**src/rtl/adc_scan_pkg.sv**
```systemverilog
package adc_scan_pkg;
  localparam int SAMPLE_W = 12;
  localparam int BYTE_W   = 8;
  localparam int OUT_W    = 16;

  typedef enum logic [3:0] {
    S_IDLE, S_SETUP, S_PULSE, S_WFALL, S_WRISE,
    S_RH0, S_RH1, S_RL0, S_RL1, S_OUT
  } seqState_t;

  typedef struct packed {
    logic advChan;   // conversion running: step channel, latch sampled one
    logic capHi;     // store first byte
    logic loadWide;  // load result from a full-width read
    logic loadPair;  // load result from stored byte plus current byte
  } seqStrobe_t;
endpackage

```
**src/rtl/adc_scan_ctrl.sv**
```systemverilog
module adc_scan_ctrl
  import adc_scan_pkg::*;
#(
  parameter int SETUP_CYC   = 2,
  parameter int PULSE_CYC   = 3,
  parameter int TIMEOUT_CYC = 64
) (
  input  logic       clk,
  input  logic       rstN,
  input  logic       eocIn,
  input  logic       wideRead,
  input  logic       outReady,
  output logic       csN,
  output logic       scN,
  output logic       oeN,
  output logic       byteSel,
  output logic       outValid,
  output logic       errTimeout,
  output seqStrobe_t strobe
);
  localparam int MAX_A = (SETUP_CYC > PULSE_CYC) ? SETUP_CYC : PULSE_CYC;
  localparam int MAX_C = (MAX_A > TIMEOUT_CYC) ? MAX_A : TIMEOUT_CYC;
  localparam int CNT_W = $clog2(MAX_C + 1);

  seqState_t state, nxt;
  logic [CNT_W-1:0] cnt;
  logic errNow;

  always_comb begin
    nxt    = state;
    strobe = '0;
    errNow = 1'b0;
    unique case (state)
      S_IDLE:  nxt = S_SETUP;
      S_SETUP: if (cnt == CNT_W'(SETUP_CYC - 1)) nxt = S_PULSE;
      S_PULSE: if (cnt == CNT_W'(PULSE_CYC - 1)) nxt = S_WFALL;
      S_WFALL: begin
        if (!eocIn) begin
          strobe.advChan = 1'b1;
          nxt = S_WRISE;
        end else if (cnt == CNT_W'(TIMEOUT_CYC - 1)) begin
          errNow = 1'b1;
          nxt = S_IDLE;
        end
      end
      S_WRISE: begin
        if (eocIn) nxt = S_RH0;
        else if (cnt == CNT_W'(TIMEOUT_CYC - 1)) begin
          errNow = 1'b1;
          nxt = S_IDLE;
        end
      end
      S_RH0:   nxt = S_RH1;
      S_RH1: begin
        strobe.capHi = 1'b1;
        if (wideRead) begin
          strobe.loadWide = 1'b1;
          nxt = S_OUT;
        end else nxt = S_RL0;
      end
      S_RL0:   nxt = S_RL1;
      S_RL1: begin
        strobe.loadPair = 1'b1;
        nxt = S_OUT;
      end
      S_OUT:   if (outReady) nxt = S_IDLE;
      default: nxt = S_IDLE;
    endcase
  end

  always_ff @(posedge clk) begin
    if (!rstN) begin
      state      <= S_IDLE;
      cnt        <= '0;
      errTimeout <= 1'b0;
    end else begin
      state      <= nxt;
      cnt        <= (nxt != state) ? '0 : cnt + 1'b1;
      errTimeout <= errNow;
    end
  end

  assign csN      = (state == S_IDLE) || (state == S_OUT);
  assign scN      = (state != S_PULSE);
  assign oeN      = !((state == S_RH0) || (state == S_RH1) ||
                      (state == S_RL0) || (state == S_RL1));
  assign byteSel  = (state == S_RL0) || (state == S_RL1);
  assign outValid = (state == S_OUT);
endmodule

```
**src/rtl/adc_scan_dp.sv**
```systemverilog
module adc_scan_dp
  import adc_scan_pkg::*;
#(
  parameter int NUM_CH = 4,
  parameter int CH_W   = 2
) (
  input  logic                clk,
  input  logic                rstN,
  input  seqStrobe_t          strobe,
  input  logic [SAMPLE_W-1:0] dataIn,
  input  logic                bipolar,
  input  logic                rightJust,
  output logic [CH_W-1:0]     chanSel,
  output logic [OUT_W-1:0]    outData,
  output logic [CH_W-1:0]     outChan
);
  localparam logic [CH_W-1:0] LAST_CH = CH_W'(NUM_CH - 1);
  localparam int EXT_W = OUT_W - SAMPLE_W;

  logic [BYTE_W-1:0]   hiByte;
  logic [BYTE_W-1:0]   busByte;
  logic [SAMPLE_W-1:0] pairVal, sample;

  assign busByte = dataIn[SAMPLE_W-1 -: BYTE_W];
  assign pairVal = rightJust ? {hiByte[SAMPLE_W-BYTE_W-1:0], busByte}
                             : {hiByte, busByte[BYTE_W-1 -: SAMPLE_W-BYTE_W]};
  assign sample  = strobe.loadWide ? dataIn : pairVal;

  always_ff @(posedge clk) begin
    if (!rstN) begin
      chanSel <= '0;
      outChan <= '0;
      hiByte  <= '0;
      outData <= '0;
    end else begin
      if (strobe.advChan) begin
        outChan <= chanSel;
        chanSel <= (chanSel == LAST_CH) ? '0 : chanSel + 1'b1;
      end
      if (strobe.capHi) hiByte <= busByte;
      if (strobe.loadWide || strobe.loadPair)
        outData <= {{EXT_W{bipolar & sample[SAMPLE_W-1]}}, sample};
    end
  end
endmodule

```
**src/rtl/adc_scan_seq.sv**
```systemverilog
module adc_scan_seq
  import adc_scan_pkg::*;
#(
  parameter int NUM_CH      = 4,
  parameter int SETUP_CYC   = 2,
  parameter int PULSE_CYC   = 3,
  parameter int TIMEOUT_CYC = 64,
  localparam int CH_W = (NUM_CH > 1) ? $clog2(NUM_CH) : 1
) (
  input  logic            clk,
  input  logic            rstN,
  input  logic            wideRead,
  input  logic            bipolar,
  input  logic            rightJust,
  input  logic            eocIn,
  input  logic [11:0]     dataIn,
  output logic            csN,
  output logic            scN,
  output logic            oeN,
  output logic            byteSel,
  output logic [CH_W-1:0] chanSel,
  output logic            outValid,
  input  logic            outReady,
  output logic [15:0]     outData,
  output logic [CH_W-1:0] outChan,
  output logic            errTimeout
);
  seqStrobe_t strobe;

  adc_scan_ctrl #(
    .SETUP_CYC(SETUP_CYC), .PULSE_CYC(PULSE_CYC), .TIMEOUT_CYC(TIMEOUT_CYC)
  ) ctrl (
    .clk(clk), .rstN(rstN), .eocIn(eocIn), .wideRead(wideRead),
    .outReady(outReady), .csN(csN), .scN(scN), .oeN(oeN),
    .byteSel(byteSel), .outValid(outValid), .errTimeout(errTimeout),
    .strobe(strobe)
  );

  adc_scan_dp #(.NUM_CH(NUM_CH), .CH_W(CH_W)) dp (
    .clk(clk), .rstN(rstN), .strobe(strobe), .dataIn(dataIn),
    .bipolar(bipolar), .rightJust(rightJust), .chanSel(chanSel),
    .outData(outData), .outChan(outChan)
  );
endmodule

```
**config.mk**
```make
export PLATFORM = sky130hd
export DESIGN_NAME = adc_scan_seq
export DESIGN_NICKNAME = d
export VERILOG_FILES = /design/src/rtl/adc_scan_pkg.sv /design/src/rtl/adc_scan_ctrl.sv /design/src/rtl/adc_scan_dp.sv /design/src/rtl/adc_scan_seq.sv
export SDC_FILE = /design/constraint.sdc
export NUM_CORES = 1
export LEC_CHECK = 0
export CAP_MARGIN = 20
export CORE_MARGIN = 4
export CORE_UTILIZATION = 50
export DETAILED_ROUTE_END_ITERATION = 10
export PLACE_DENSITY = 0.79
export SYNTH_ARGS = -nofsm -noshare
export SYNTH_HDL_FRONTEND = slang
export SYNTH_HIERARCHICAL = 1
export SYNTH_SLANG_ARGS = --single-unit
```
**constraint.sdc**
```tcl
create_clock -name clk -period 2.85 [get_ports clk]
set_input_delay 0.285 -clock clk [delete_from_list [all_inputs] [get_ports clk]]
set_output_delay 0.285 -clock clk [all_outputs]
set_load 0.03 [all_outputs]
```
# Word-level counts from Yosys, hierarchy flattened
# Index checks and enable logic that the tools add are counted.
[op_classes] add_sub_neg=2 eq_ne=15 reduce_logical=9 n_mux=20 bitwise=2
[op_table] cell="case mux 4 bit (10 select lines)" n=1
[op_table] cell="two-way mux 4 bit" n=7
[op_table] cell="two-way mux 12 bit" n=2
[op_table] cell="== test 4 x 3 -> 1 bit, second input constant" n=4
[op_table] cell="== test 4 x 2 -> 1 bit, second input constant" n=2
[op_table] cell="== test 4 bit, second input constant" n=2
[op_table] cell="adder 7 x 1 -> 7 bit, second input constant" n=1
[op_table] cell="== test 7 x 1 -> 1 bit, second input constant" n=1
[op_table] cell="== test 7 x 2 -> 1 bit, second input constant" n=1
[op_table] cell="== test 7 x 6 -> 1 bit, second input constant" n=1
[op_table] cell="two-way mux 1 bit" n=7
[op_table] cell="logical OR 1 bit" n=6
[op_table] cell="== test 4 x 1 -> 1 bit, second input constant" n=1
[op_table] cell="zero test 4 bit" n=1
[op_table] cell="two-way mux 2 bit" n=2
[op_table] cell="inequality test 4 x 2 -> 1 bit, second input constant" n=1
[op_table] cell="inequality test 4 bit" n=1
[op_table] cell="adder 2 x 1 -> 2 bit, second input constant" n=1
[op_table] cell="== test 2 bit, second input constant" n=1
[op_table] cell="case mux 1 bit (2 select lines)" n=1
[op_table] cell="OR reduction 2 bit" n=1
[op_table] cell="AND 1 bit" n=1
[op_table] cell="zero test 1 bit" n=1
[op_table] cell="NOT 1 bit" n=1
[word_totals] input_bits=19 regBits=37 elab_cells=55 output_inout_bits=26

# Depth between registers and ports, before layout
[depth] word_depth=6 ltp_mapped=9 mapped_depth_nobuf=6

# Cells and area by module
# Netlist, hierarchy kept.
[modules_own_cells] mod="adc_scan_dp" seq_area_each_um2=500.5 cells_per_inst=118 area_each_um2=1268.7 n_inst=1
[modules_own_cells] mod="adc_scan_ctrl" seq_area_each_um2=240.2 cells_per_inst=104 area_each_um2=837.1 n_inst=1

# Worst setup path after synthesis
# Ideal clock, no wire load.
[synth_path] kind="register -> register" startpoint="register ctrl.state[2]" endpoint="register dp.outData[11]" path_slack_ns=1.062 arrival_ns=1.673 period_less_slack_ns=1.788 required_ns=2.734 setup_time_ns=0.116 n_path_buf=3 path_stages_with_launch=9 cell_sequence="dfxtp_1 buf_6 buf_2 nor2b_1 and3_1 nand2b_4 buf_4 a211oi_1 a31o_1"
[synth_rtl] element="from (decl)" line_no="adc_scan_ctrl.sv:25" source="seqState_t state, nxt;"
[synth_rtl] element="from (signal assigned)" line_no="adc_scan_ctrl.sv:77" source="state <= nxt;"
[synth_rtl] element="to (signal assigned)" line_no="adc_scan_dp.sv:42" source="outData <= {{EXT_W{bipolar & sample[SAMPLE_W-1]}}, sample};"
[synth_rtl] element="to (decl)" line_no="adc_scan_dp.sv:14" source="output logic [OUT_W-1:0] outData,"

# Worst setup path in the final report
[layout_path] startpoint="register ctrl.state[2]" endpoint="output port byteSel"
[layout_between] elab_chain_len=2 elab_cells_between_ends=3 classes_between="2 x eq/ne; 1 x reduce/logical"
[layout_lines] element="== test 4 x 3 -> 1 bit or == test 4 bit (tied branches)" line_no="adc_scan_ctrl.sv:87" source="assign byteSel = (state == S_RL0) || (state == S_RL1);"
[layout_lines] element="logical OR 1 bit (*)" line_no="adc_scan_ctrl.sv:87"
[layout_lines] element="to (decl)" line_no="adc_scan_seq.sv:20" source="output logic byteSel,"
# Mark *: on every way between the ends. The rest lies on a longest branch, timed or not.

==> metrics.md <==
| Metric | Value |
|---|---|
| Sequential share of power | `0.467` |
| Area of the multi-input gates | `1200 um^2` |
| Register bit total from synthesis | `37` |
| Main synth FF type | `dfxtp_1` |
| Worst Hold End | `ctrl/cnt[0]` |
| Sw Share | `0.268` |
| Distinct cells, synth | `48` |
| First-pass DRT Iterations | `4` |
| Synthesis-to-finish area growth | `23.5%` |
| Row count | `23` |
| Gp weighted congestion | `0.822` |
| Worst EP arrival | `2.21 ns` |
| Core Area | `4030 um^2` |
| Vias per cell | `5.81` |
| Post-DP HPWL | `3310 um` |
| Nets@finish | `281` |
| Layout fillers | `358` |
| Clock network power share | `0.362` |
| Status | `finished clean` |
| Psw | `318 uW` |
| Hold Path Stages | `1` |
| CTS Hold Buffers Added | `0` |
| Reg2reg end | `ctrl/cnt[4]` |
| Combinational power share | `0.170` |
| CTS resizes | `0` |
| Critical Path RT | `2.57 ns` |
| Slew @ Worst Pin | `0.713 ns` |
| Drt initial violations | `115` |
| Initial antenna violation count | `0` |
| Worst-Skew Late Latency | `0.29 ns` |
| Yosys warnings | `6` |
| RSZ-0062 raised after global routing | `false` |
| EDFF count, synth | `0` |
| PnR Total Power | `1.19 mW` |
| Final min period | `2.49 ns` |
| Post-synth net total | `245` |
| Clk_skew | `0.00750 ns` |
| # IOs | `45` |
| Die width | `72.9 um` |
| Max-slew violations | `0` |
| Total grt overflow | `0` |
| Max Fclk | `401 MHz` |
| Async set-reset flop share out of synthesis | `0` |
| PortBufs | `44` |
| Die area | `5310 um^2` |
| Sequential cell area | `741 um^2` |
| TritonCTS Buffers | `5` |
| Largest net degree at the start of global routing | `29` |
| First-pass GRT wire length | `7820 um` |
| Sequential area share after synthesis | `0.352` |
| Avg Synthesized Cell Area | `9.49 um^2` |
| Commonest non-fill, non-tap cell in the layout | `clkdlybuf4s50_1` |
| Final hold viol count | `0` |
| Total GRT Usage | `0.188` |
| Root buffer cell | `clkbuf_8` |
| Post-Syn Area | `2110 um^2` |
| WS Path Type | `register to output port` |
| Static Leak | `0.904 nW` |
| Worst Setup End Kind | `output port` |
| Post-Synthesis Cells | `222` |
| Setup TNS | `0 ns` |
| P_int | `868 uW` |
| Areal power density over the cells | `456 nW/um^2` |
| Final WS setup | `0.358 ns` |
| Initial Util | `0.523` |
| Worst Path Max Fanout | `19` |
| Max_cap viols | `0` |
| Clk slew on worst S/H paths | `0.07 ns` |
| Relative max-transition margin | `0.523` |
| Worst R2R Path Depth | `5` |
| Routed wire length | `4760 um` |
| Worst r2r src | `ctrl/state[2]` |
| N_diodes | `0` |
| Share of post-route cells with drive strength above 1 | `0.101` |
| DRC viols | `0` |
| Vias in the first global route | `1647` |
| Die height | `72.9 um` |
| CP Launch Type | `register` |
| Final period util | `0.874` |
| Worst IR Drop VDD | `480 uV` |
| H-tree lvl count | `2` |
| Final setup vio count | `0` |
| Hold Crit Class | `register to register` |
| CTS tree | `done` |
| Commonest cells after routing, fill and taps aside | `clkdlybuf4s50_1 (44), dfxtp_1 (37), mux2i_1 (24)` |
| Vias | `1791` |
| Flop2flop setup slack | `0.82 ns` |
| Post-DR wirelength/cell | `15.5 um` |
| Clock sinks | `37` |
| Post-DRT Antenna Nets | `0` |
| # Post-CTS Setup Buffers | `0` |
| Min-delay src | `ctrl/cnt[0]` |
| CTS max path bufs | `2` |
| Post-Place Worst Slack | `0.683 ns` |
## sequential cells by signal (all words and copies together), names as in the netlist
register,flops
dp/outData,13
ctrl/cnt,7
dp/chanSel,2
dp/outChan,2
ctrl/state,4
ctrl/errTimeout,1
dp/hiByte,8
## critical path: stages (launching register included)
cell and delay (ns):
dfxtp_1 0.70, nor2b_1 0.35, a31o_2 0.20, clkdlybuf4s50_1 0.67
## final cells by class
cell class,instances,area share
well taps,50,0.0241
repair buffers,48,0.181
clock buffers,5,0.0265
flip-flops and latches,37,0.285
inverters,5,0.00818
clock inverters,2,0.0135
multi-input cells,161,0.462
## power by group through the flow
stage | Sequential, mW | Combinational [mW] | Clock, mW
floorplan | 0.550 | 0.148 | 0
global placement | 0.565 | 0.197 | 0
detailed placement | 0.566 | 0.200 | 0
CTS | 0.554 | 0.202 | 0.442
global route | 0.558 | 0.221 | 0.464
finish | 0.555 | 0.202 | 0.430
## how the worst max path moves through the flow
| stage | startpoint | endpoint | slack, ns | cells past startpoint |
|---|---|---|---|---|
| 6_report | ctrl/state[2] | byteSel | 0.36 | 3 |
| 5_1_grt | ctrl/state[2] | byteSel | 0.23 | 3 |
| 4_1_cts | ctrl/state[2] | byteSel | 0.36 | 3 |
| 3_5_place_dp | ctrl/state[2] | byteSel | 0.68 | 3 |
| 3_3_place_gp | ctrl/state[2] | byteSel | 0.76 | 3 |
| 2_1_floorplan | ctrl/state[2] | dp/outData[11] | 1.06 | 8 |
## cell families after synthesis
kind of cell | count (synthesis) | synth area share
compound gates | 58 | 0.229
xor+xnor | 6 | 0.0250
fa+ha+maj | 4 | 0.0238
buf+inv | 24 | 0.0784
flops | 37 | 0.352
mux | 24 | 0.114
simple gates | 69 | 0.178
## per-layer routing
metal	part of all wire	GRT usage	vias to the layer above	wire length, um
met5	0	0	-	0
met4	0.011	0.0533	0	52
met3	0.063	0.0537	6	301
met2	0.48	0.314	58	2300
met1	0.44	0.236	848	2100
li1	-	-	879	-
## per-stage QoR
stage | util | instance area (um^2) | cells | hold WS (ns)
after floorplan | - | 2110 | 222 | 0.419
after global placement | 0.620 | 2500 | 301 | 0.487
after detailed placement | 0.620 | 2500 | 301 | 0.501
after CTS | 0.646 | 2600 | 308 | 0.515
after global routing | 0.646 | 2600 | 308 | 0.553
final | 0.646 | 2600 | 308 | 0.509
## cells in the mapped netlist (2+ instances only)
| library cell | number | share of area |
|---|---|---|
| a211o_1 | 2 | 0.0083 |
| a211oi_1 | 11 | 0.039 |
| a211oi_2 | 9 | 0.053 |
| a21oi_1 | 4 | 0.0095 |
| a22oi_1 | 2 | 0.0071 |
| a31o_1 | 12 | 0.050 |
| a31oi_1 | 4 | 0.012 |
| and3_1 | 4 | 0.012 |
| buf_2 | 3 | 0.0071 |
| buf_4 | 6 | 0.021 |
| buf_6 | 5 | 0.027 |
| clkbuf_1 | 3 | 0.0053 |
| dfxtp_1 | 37 | 0.35 |
| ha_1 | 4 | 0.024 |
| inv_1 | 4 | 0.0071 |
| mux2i_1 | 24 | 0.11 |
| nand2_1 | 7 | 0.012 |
| nand2b_1 | 3 | 0.0089 |
| nand3_1 | 5 | 0.012 |
| nor2_1 | 21 | 0.037 |
| nor2b_1 | 16 | 0.048 |
| nor3_1 | 3 | 0.0071 |
| o211ai_1 | 2 | 0.0071 |
| o21ai_0 | 3 | 0.0071 |
| xnor2_1 | 3 | 0.012 |
| xor2_1 | 3 | 0.012 |
No activity file was read; power rests on OpenSTA's default activity.
